### config.mk
export PLATFORM = sky130hd
export DESIGN_NAME = phase_mode_ctrl
export DESIGN_NICKNAME = d
export VERILOG_FILES = /design/src/rtl/phase_mode_pkg.sv /design/src/rtl/thr_decode.sv /design/src/rtl/phase_scaler.sv /design/src/rtl/qual_filter.sv /design/src/rtl/phase_mode_ctrl.sv
export SDC_FILE = /design/constraint.sdc
export NUM_CORES = 1
export LEC_CHECK = 0
export BUFFER_PORTS_ARGS = -buffer_cell sky130_fd_sc_hd__buf_2
export CAP_MARGIN = 10
export CORE_MARGIN = 2
export CORE_UTILIZATION = 40
export DETAILED_ROUTE_END_ITERATION = 12
export PLACE_DENSITY = 0.69
export SKIP_CTS_REPAIR_TIMING = 1
export SLEW_MARGIN = 20
export SYNTH_ARGS = -nofsm -noshare
export SYNTH_HDL_FRONTEND = slang
export SYNTH_SLANG_ARGS = --single-unit
### constraint.sdc
create_clock -name clk -period 7.2 [get_ports clk]
set_clock_uncertainty 0.05 [all_clocks]
set_input_delay 1.08 -clock clk [delete_from_list [all_inputs] [get_ports clk]]
set_output_delay 1.08 -clock clk [all_outputs]
set_load 0.03 [all_outputs]
### src/rtl/phase_mode_pkg.sv
package phase_mode_pkg;

    // Width of a decoded threshold in mA (largest value is 1000)
    localparam int TH_W = 11;

    // Qualification filter slots
    localparam int FLT_MODE = 0;
    localparam int FLT_ADD  = 1;
    localparam int FLT_SHED = 2;
    localparam int N_FLT    = 3;

    typedef struct packed {
        logic [TH_W-1:0] exit_ma;   // leave PFM above this
        logic [TH_W-1:0] entry_ma;  // return to PFM below this
        logic [TH_W-1:0] add_ma;    // per-phase add level
        logic [TH_W-1:0] shed_ma;   // per-phase shed level
    } thresholds_t;

    // 175 mA + 50 mA per code step from code 3; lower codes clamp to 3
    function automatic logic [TH_W-1:0] dec_exit(input logic [2:0] code);
        logic [2:0] k;
        k = (code < 3'd3) ? 3'd3 : code;
        return TH_W'(175) + TH_W'(k - 3'd3) * TH_W'(50);
    endfunction

    // 100 mA + 25 mA per step up to code 3, code 4 is 225 mA; higher clamp to 4
    function automatic logic [TH_W-1:0] dec_entry(input logic [2:0] code);
        logic [2:0] k;
        k = (code > 3'd4) ? 3'd4 : code;
        if (k == 3'd4)
            return TH_W'(225);
        return TH_W'(100) + TH_W'(k) * TH_W'(25);
    endfunction

    // 300 mA + 100 mA per step; codes below 2 clamp to 2
    function automatic logic [TH_W-1:0] dec_add(input logic [2:0] code);
        logic [2:0] k;
        k = (code < 3'd2) ? 3'd2 : code;
        return TH_W'(300) + TH_W'(k) * TH_W'(100);
    endfunction

    // 300 mA + 100 mA per step; codes above 5 clamp to 5
    function automatic logic [TH_W-1:0] dec_shed(input logic [2:0] code);
        logic [2:0] k;
        k = (code > 3'd5) ? 3'd5 : code;
        return TH_W'(300) + TH_W'(k) * TH_W'(100);
    endfunction

endpackage

### src/rtl/thr_decode.sv
module thr_decode
    import phase_mode_pkg::*;
(
    input  logic [2:0]  exit_sel,
    input  logic [2:0]  entry_sel,
    input  logic [2:0]  add_sel,
    input  logic [2:0]  shed_sel,
    output thresholds_t thr
);

    always_comb begin
        thr.exit_ma  = dec_exit(exit_sel);
        thr.entry_ma = dec_entry(entry_sel);
        thr.add_ma   = dec_add(add_sel);
        thr.shed_ma  = dec_shed(shed_sel);
    end

endmodule

### src/rtl/phase_scaler.sv
// Turns per-phase thresholds into total-current limits for n phases, so
// that floor(load/n) > add  <=> load >= (add+1)*n
// and floor(load/n) < shed <=> load <  shed*n
module phase_scaler
    import phase_mode_pkg::*;
#(
    parameter int PH_W  = 3,
    parameter int CMP_W = 15
) (
    input  logic [TH_W-1:0]  add_ma,
    input  logic [TH_W-1:0]  shed_ma,
    input  logic [PH_W-1:0]  n_phases,
    output logic [CMP_W-1:0] add_lim,
    output logic [CMP_W-1:0] shed_lim
);

    always_comb begin
        add_lim  = (CMP_W'(add_ma) + CMP_W'(1)) * CMP_W'(n_phases);
        shed_lim = CMP_W'(shed_ma) * CMP_W'(n_phases);
    end

endmodule

### src/rtl/qual_filter.sv
// Counts consecutive ticks on which req holds; fires on the last one.
// block: clears the count and suppresses fire.
// restart: clears the count without touching this cycle's fire.
module qual_filter #(
    parameter int QUAL_TICKS = 16
) (
    input  logic clk,
    input  logic rst_n,
    input  logic tick,
    input  logic req,
    input  logic block,
    input  logic restart,
    output logic fire
);

    localparam int CW = $clog2(QUAL_TICKS + 1);
    localparam logic [CW-1:0] LAST = CW'(QUAL_TICKS - 1);

    logic [CW-1:0] cnt_d, cnt_q;

    always_comb begin
        fire  = !block && tick && req && (cnt_q == LAST);
        cnt_d = cnt_q;
        if (block || restart || fire)
            cnt_d = '0;
        else if (tick)
            cnt_d = req ? cnt_q + CW'(1) : '0;
    end

    always_ff @(posedge clk or negedge rst_n) begin
        if (!rst_n)
            cnt_q <= '0;
        else
            cnt_q <= cnt_d;
    end

endmodule

### src/rtl/phase_mode_ctrl.sv
module phase_mode_ctrl
    import phase_mode_pkg::*;
#(
    parameter int LOAD_W     = 14,
    parameter int MAX_PHASES = 6,
    parameter int QUAL_TICKS = 16
) (
    input  logic                              clk,
    input  logic                              rst_n,
    input  logic                              enable,
    input  logic                              tick,
    input  logic                              force_pwm,
    input  logic [LOAD_W-1:0]                 load_ma,
    input  logic [2:0]                        exit_sel,
    input  logic [2:0]                        entry_sel,
    input  logic [2:0]                        add_sel,
    input  logic [2:0]                        shed_sel,
    output logic                              pwm_mode,
    output logic [$clog2(MAX_PHASES+1)-1:0]   phase_cnt
);

    localparam int PH_W  = $clog2(MAX_PHASES + 1);
    localparam int PRD_W = TH_W + PH_W;
    localparam int CMP_W = ((LOAD_W > PRD_W) ? LOAD_W : PRD_W) + 1;
    localparam logic [PH_W-1:0] PH_ONE = PH_W'(1);
    localparam logic [PH_W-1:0] PH_MAX = PH_W'(MAX_PHASES);

    typedef struct packed {
        logic            pwm;
        logic [PH_W-1:0] phases;
    } ctrl_t;

    ctrl_t st_d, st_q;

    thresholds_t      thr;
    logic [CMP_W-1:0] add_lim, shed_lim;
    logic [CMP_W-1:0] load_ext;

    logic [N_FLT-1:0] f_req, f_block, f_restart, f_fire;

    thr_decode u_thr (
        .exit_sel  (exit_sel),
        .entry_sel (entry_sel),
        .add_sel   (add_sel),
        .shed_sel  (shed_sel),
        .thr       (thr)
    );

    phase_scaler #(
        .PH_W  (PH_W),
        .CMP_W (CMP_W)
    ) u_scale (
        .add_ma   (thr.add_ma),
        .shed_ma  (thr.shed_ma),
        .n_phases (st_q.phases),
        .add_lim  (add_lim),
        .shed_lim (shed_lim)
    );

    // Requests and filter controls
    always_comb begin
        load_ext = CMP_W'(load_ma);

        f_req[FLT_MODE] = st_q.pwm ? (load_ext < CMP_W'(thr.entry_ma))
                                   : (load_ext > CMP_W'(thr.exit_ma));
        f_req[FLT_ADD]  = (st_q.phases < PH_MAX) && (load_ext >= add_lim);
        f_req[FLT_SHED] = (st_q.phases > PH_ONE) && (load_ext < shed_lim);

        f_block[FLT_MODE] = !enable || force_pwm;
        f_block[FLT_ADD]  = !enable || !st_q.pwm;
        f_block[FLT_SHED] = !enable || !st_q.pwm;

        f_restart[FLT_MODE] = 1'b0;
        f_restart[FLT_ADD]  = f_fire[FLT_MODE] || f_fire[FLT_SHED];
        f_restart[FLT_SHED] = f_fire[FLT_MODE] || f_fire[FLT_ADD];
    end

    for (genvar gi = 0; gi < N_FLT; gi++) begin : g_flt
        qual_filter #(
            .QUAL_TICKS (QUAL_TICKS)
        ) u_flt (
            .clk     (clk),
            .rst_n   (rst_n),
            .tick    (tick),
            .req     (f_req[gi]),
            .block   (f_block[gi]),
            .restart (f_restart[gi]),
            .fire    (f_fire[gi])
        );
    end

    // Next state: disable > force > mode change > add > shed
    always_comb begin
        st_d = st_q;
        if (!enable) begin
            st_d.pwm    = force_pwm;
            st_d.phases = PH_ONE;
        end else if (force_pwm && !st_q.pwm) begin
            st_d.pwm = 1'b1;
        end else if (f_fire[FLT_MODE]) begin
            st_d.pwm    = !st_q.pwm;
            st_d.phases = PH_ONE;
        end else if (f_fire[FLT_ADD]) begin
            st_d.phases = st_q.phases + PH_ONE;
        end else if (f_fire[FLT_SHED]) begin
            st_d.phases = st_q.phases - PH_ONE;
        end
    end

    always_ff @(posedge clk or negedge rst_n) begin
        if (!rst_n) begin
            st_q.pwm    <= 1'b0;
            st_q.phases <= PH_ONE;
        end else begin
            st_q <= st_d;
        end
    end

    assign pwm_mode  = st_q.pwm;
    assign phase_cnt = st_q.phases;

endmodule

==> impl_metrics.env <==
export IMPL_crit_path_max_incr_delay_ns=0.59
export IMPL_cts_tree="yes"
export IMPL_p_per_area_nw_per_um2=96.3
export IMPL_drt_antenna_violating_nets=0
export IMPL_cts_root_buf="clkbuf_8"
export IMPL_critPathLaunchType="input pin"
export IMPL_syn_cell_area_sq_um=4410
export IMPL_antennaDiodeCount=0
export IMPL_std_cell_rows=38
export IMPL_max_vdd_ir_drop_mv=0.0591
export IMPL_grt_max_degree=21
export IMPL_die_area_sq_um=11900
export IMPL_cts_max_level=1
export IMPL_grt_overflow_total=0
export IMPL_path_clk_slew_ns=0.07
export IMPL_synth_distinct_cells=65
export IMPL_crit_start="add_sel[2]"
export IMPL_die_w_um=109
export IMPL_io_buffers=34
export IMPL_worstPathCellList="buf_2 -> o21ai_0 -> inv_1 -> ha_1 -> nand2b_1 -> fa_1 -> inv_1 -> ha_1 -> a21o_1 -> a21oi_1 -> o21ai_0 -> a2111o_1 -> a31o_2 -> a21oi_1 -> xor2_1 -> ha_1 -> a21o_1 -> a21o_1 -> a22o_1 -> a31oi_2 -> o2bb2ai_1 -> a211o_1 -> a21oi_2"
export IMPL_ys_ff_latch=19
export IMPL_yosys_warnings=0
export IMPL_hold_start="g_flt[0].u_flt.cnt_q[4]$_DFFE_PN0P_"
export IMPL_start_util_pct=40.9
export IMPL_fin_util_pct=43.9
export IMPL_worst_ep_arrival_time_ns=6.90
export IMPL_grt_pass1_wl_um=17000
export IMPL_dp_hpwl_um=8210
export IMPL_worst_path_buf_inv=3
export IMPL_wire_per_inst_um=13.7
export IMPL_cp_max_fo=10
export IMPL_routed_wl_um=9800
export IMPL_syn_inst=547
export IMPL_fin_crit_ns=6.77
export IMPL_fp_coreArea_sq_um=10800
export IMPL_finalSetupViolations=0
export IMPL_drc=0
export IMPL_hold_viol_final=0
export IMPL_die_h_um=109
export IMPL_slew_violations=0
export IMPL_maxCapViolations=0
export IMPL_worst_slew_pin_slew_ns=0.784
export IMPL_stdcell_area_sq_um=4740
export IMPL_cts_path_max_buffers=2
export IMPL_rsz0062_at_grt="false"
export IMPL_p_leak_nw=2.41
export IMPL_layout_commonest_cell="ha_1"
export IMPL_slew_headroom_pct=47.8
export IMPL_timing_hold_ws_ns=0.471
export IMPL_mostFrequentLayoutCells="ha_1, inv_1, nand2_1"
export IMPL_grt_usage_pct=17.4
export IMPL_clk_latency_ns=0.25
export IMPL_status="finished, final reports clean"
export IMPL_avgSynthCellArea_sq_um=8.07
export IMPL_gp_congestion=0.842
export IMPL_crit_path_end_kind="flop"
export IMPL_first_pass_iters=6
export IMPL_cts_sinks=19
export IMPL_fmax_mhz=148
export IMPL_r2r_start="phase_cnt[2]$_DFFE_PN0P_"
export IMPL_drt_vias_per_instance=5.42
export IMPL_synth_seq_area_share_pct=10.8
export IMPL_cpLargestDelayFamily="compound AO/OA/AOI/OAI gates"
export IMPL_nets=725
export IMPL_first_iter_violations=149
export IMPL_path_class="input pin to flop"
export IMPL_setup_ws_ns=0.427
export IMPL_vias=3874
export IMPL_setup_tns_ns=0
export IMPL_antenna_found_initial=0
export IMPL_worstPathRequired_ns=7.33
export IMPL_place_ws_ns=0.211
export IMPL_syn2layout_area_growth_pct=7.35
export IMPL_grt_pass1_vias=3925
export IMPL_boundaryPins=35
export IMPL_drive_gt1_share_pct=10.3
export IMPL_place_area_sq_um=4690
export IMPL_synthFlopType="dfrtp_1"
export IMPL_post_route_period_util_pct=94.1
export IMPL_cp_slowest_cell="fa_1"
export IMPL_ys_async_sr_fraction_pct=100
export IMPL_cts_made_buffers=3
export IMPL_synth_edf_count=0
export IMPL_hp_class="flop to flop"
-- tightest hold or removal path, cell delays in order (launching register included) --
cell and delay, ns:
dfrtp_1 0.38, nand2_1 0.06, a21oi_1 0.05
-- cell families after synthesis --
family,after synthesis,synth area share (%)
fa+ha+maj,119,36.6
xor+xnor,33,6.55
mux,4,0.993
flops,19,10.8
simple gates,166,18.5
compound gates,124,18.9
buf+inv,80,7.46
other cells,2,0.170
-- worst paths after layout --
kind / endpoint / slack [ns] / cells after the start
hold reg to reg: g_flt[0].u_flt.cnt_q[4]$_DFFE_PN0P_ / 0.47 / 2
setup / recovery: g_flt[2].u_flt.cnt_q[1]$_DFFE_PN0P_ / 0.43 / 23
hold / removal: g_flt[0].u_flt.cnt_q[4]$_DFFE_PN0P_ / 0.47 / 2
max in group asynchronous: phase_cnt[0]$_DFFE_PN1P_ / 6.04 / 1
min in group asynchronous: g_flt[1].u_flt.cnt_q[4]$_DFFE_PN0P_ / 0.72 / 1
setup reg to reg: g_flt[2].u_flt.cnt_q[1]$_DFFE_PN0P_ / 1.39 / 19
-- area by class of cell --
class,instances,area [sq um]
fill,1080,6060
multi-input combinational,450,3610
sequential,19,477
clock buffer,4,45.0
tap,140,175
timing repair buffer,34,170
inverter,68,255
-- stage by stage --
| step | instances | power (mW) |
|---|---|---|
| final | 715 | 0.456 |
| after global routing | 715 | 0.505 |
| after CTS | 715 | 0.460 |
| after detailed placement | 711 | 0.383 |
| after global placement | 711 | 0.369 |
| after floorplan | 549 | 0.315 |
-- Yosys cell counts, drive strengths merged, types with 2 or more instances --
cell type | n | area [sq um]
xor2 | 17 | 149
a21o | 14 | 106
and2 | 9 | 56.3
nor2 | 34 | 140
dfrtp | 18 | 450
mux2 | 3 | 33.8
o21ai | 21 | 105
fa | 17 | 340
a211oi | 6 | 45.0
a211o | 2 | 17.5
nand2 | 60 | 225
conb | 2 | 7.51
nor2b | 4 | 25.0
nand3 | 12 | 60.1
a41oi | 2 | 17.5
xnor2 | 16 | 140
nor3 | 9 | 50.1
o22ai | 2 | 12.5
clkbuf | 5 | 18.8
o211ai | 3 | 22.5
o21a | 5 | 37.5
and3 | 6 | 37.5
o21bai | 5 | 37.5
nand3b | 3 | 22.5
nand2b | 14 | 87.6
a311oi | 2 | 17.5
buf | 7 | 55.1
a21oi | 45 | 244
a31oi | 3 | 25.0
inv | 68 | 255
ha | 101 | 1260
nand4 | 6 | 37.5
-- power breakdown --
part	switching [mW]	internal (mW)	leakage (nW)
logic	0.159	0.114	2.13
registers	0.00169	0.108	0.258
clock network	0.0340	0.0393	0.0228
-- metal layers --
layer	GRT usage [%]	vias to the layer above	part of all wire (%)
met3	1.26	11	3.3
met4	3.02	0	0.91
met1	22.2	1871	45
met2	32.4	51	50
li1	-	1941	-
met5	0	-	0
-- state kept, by name, indices dropped and copies added, names as in the netlist --
| signal | cells |
|---|---|
| pwm_mode | 1 |
| phase_cnt | 3 |
| g_flt.u_flt.cnt_q | 15 |
No activity file was read; power rests on OpenSTA's default activity.
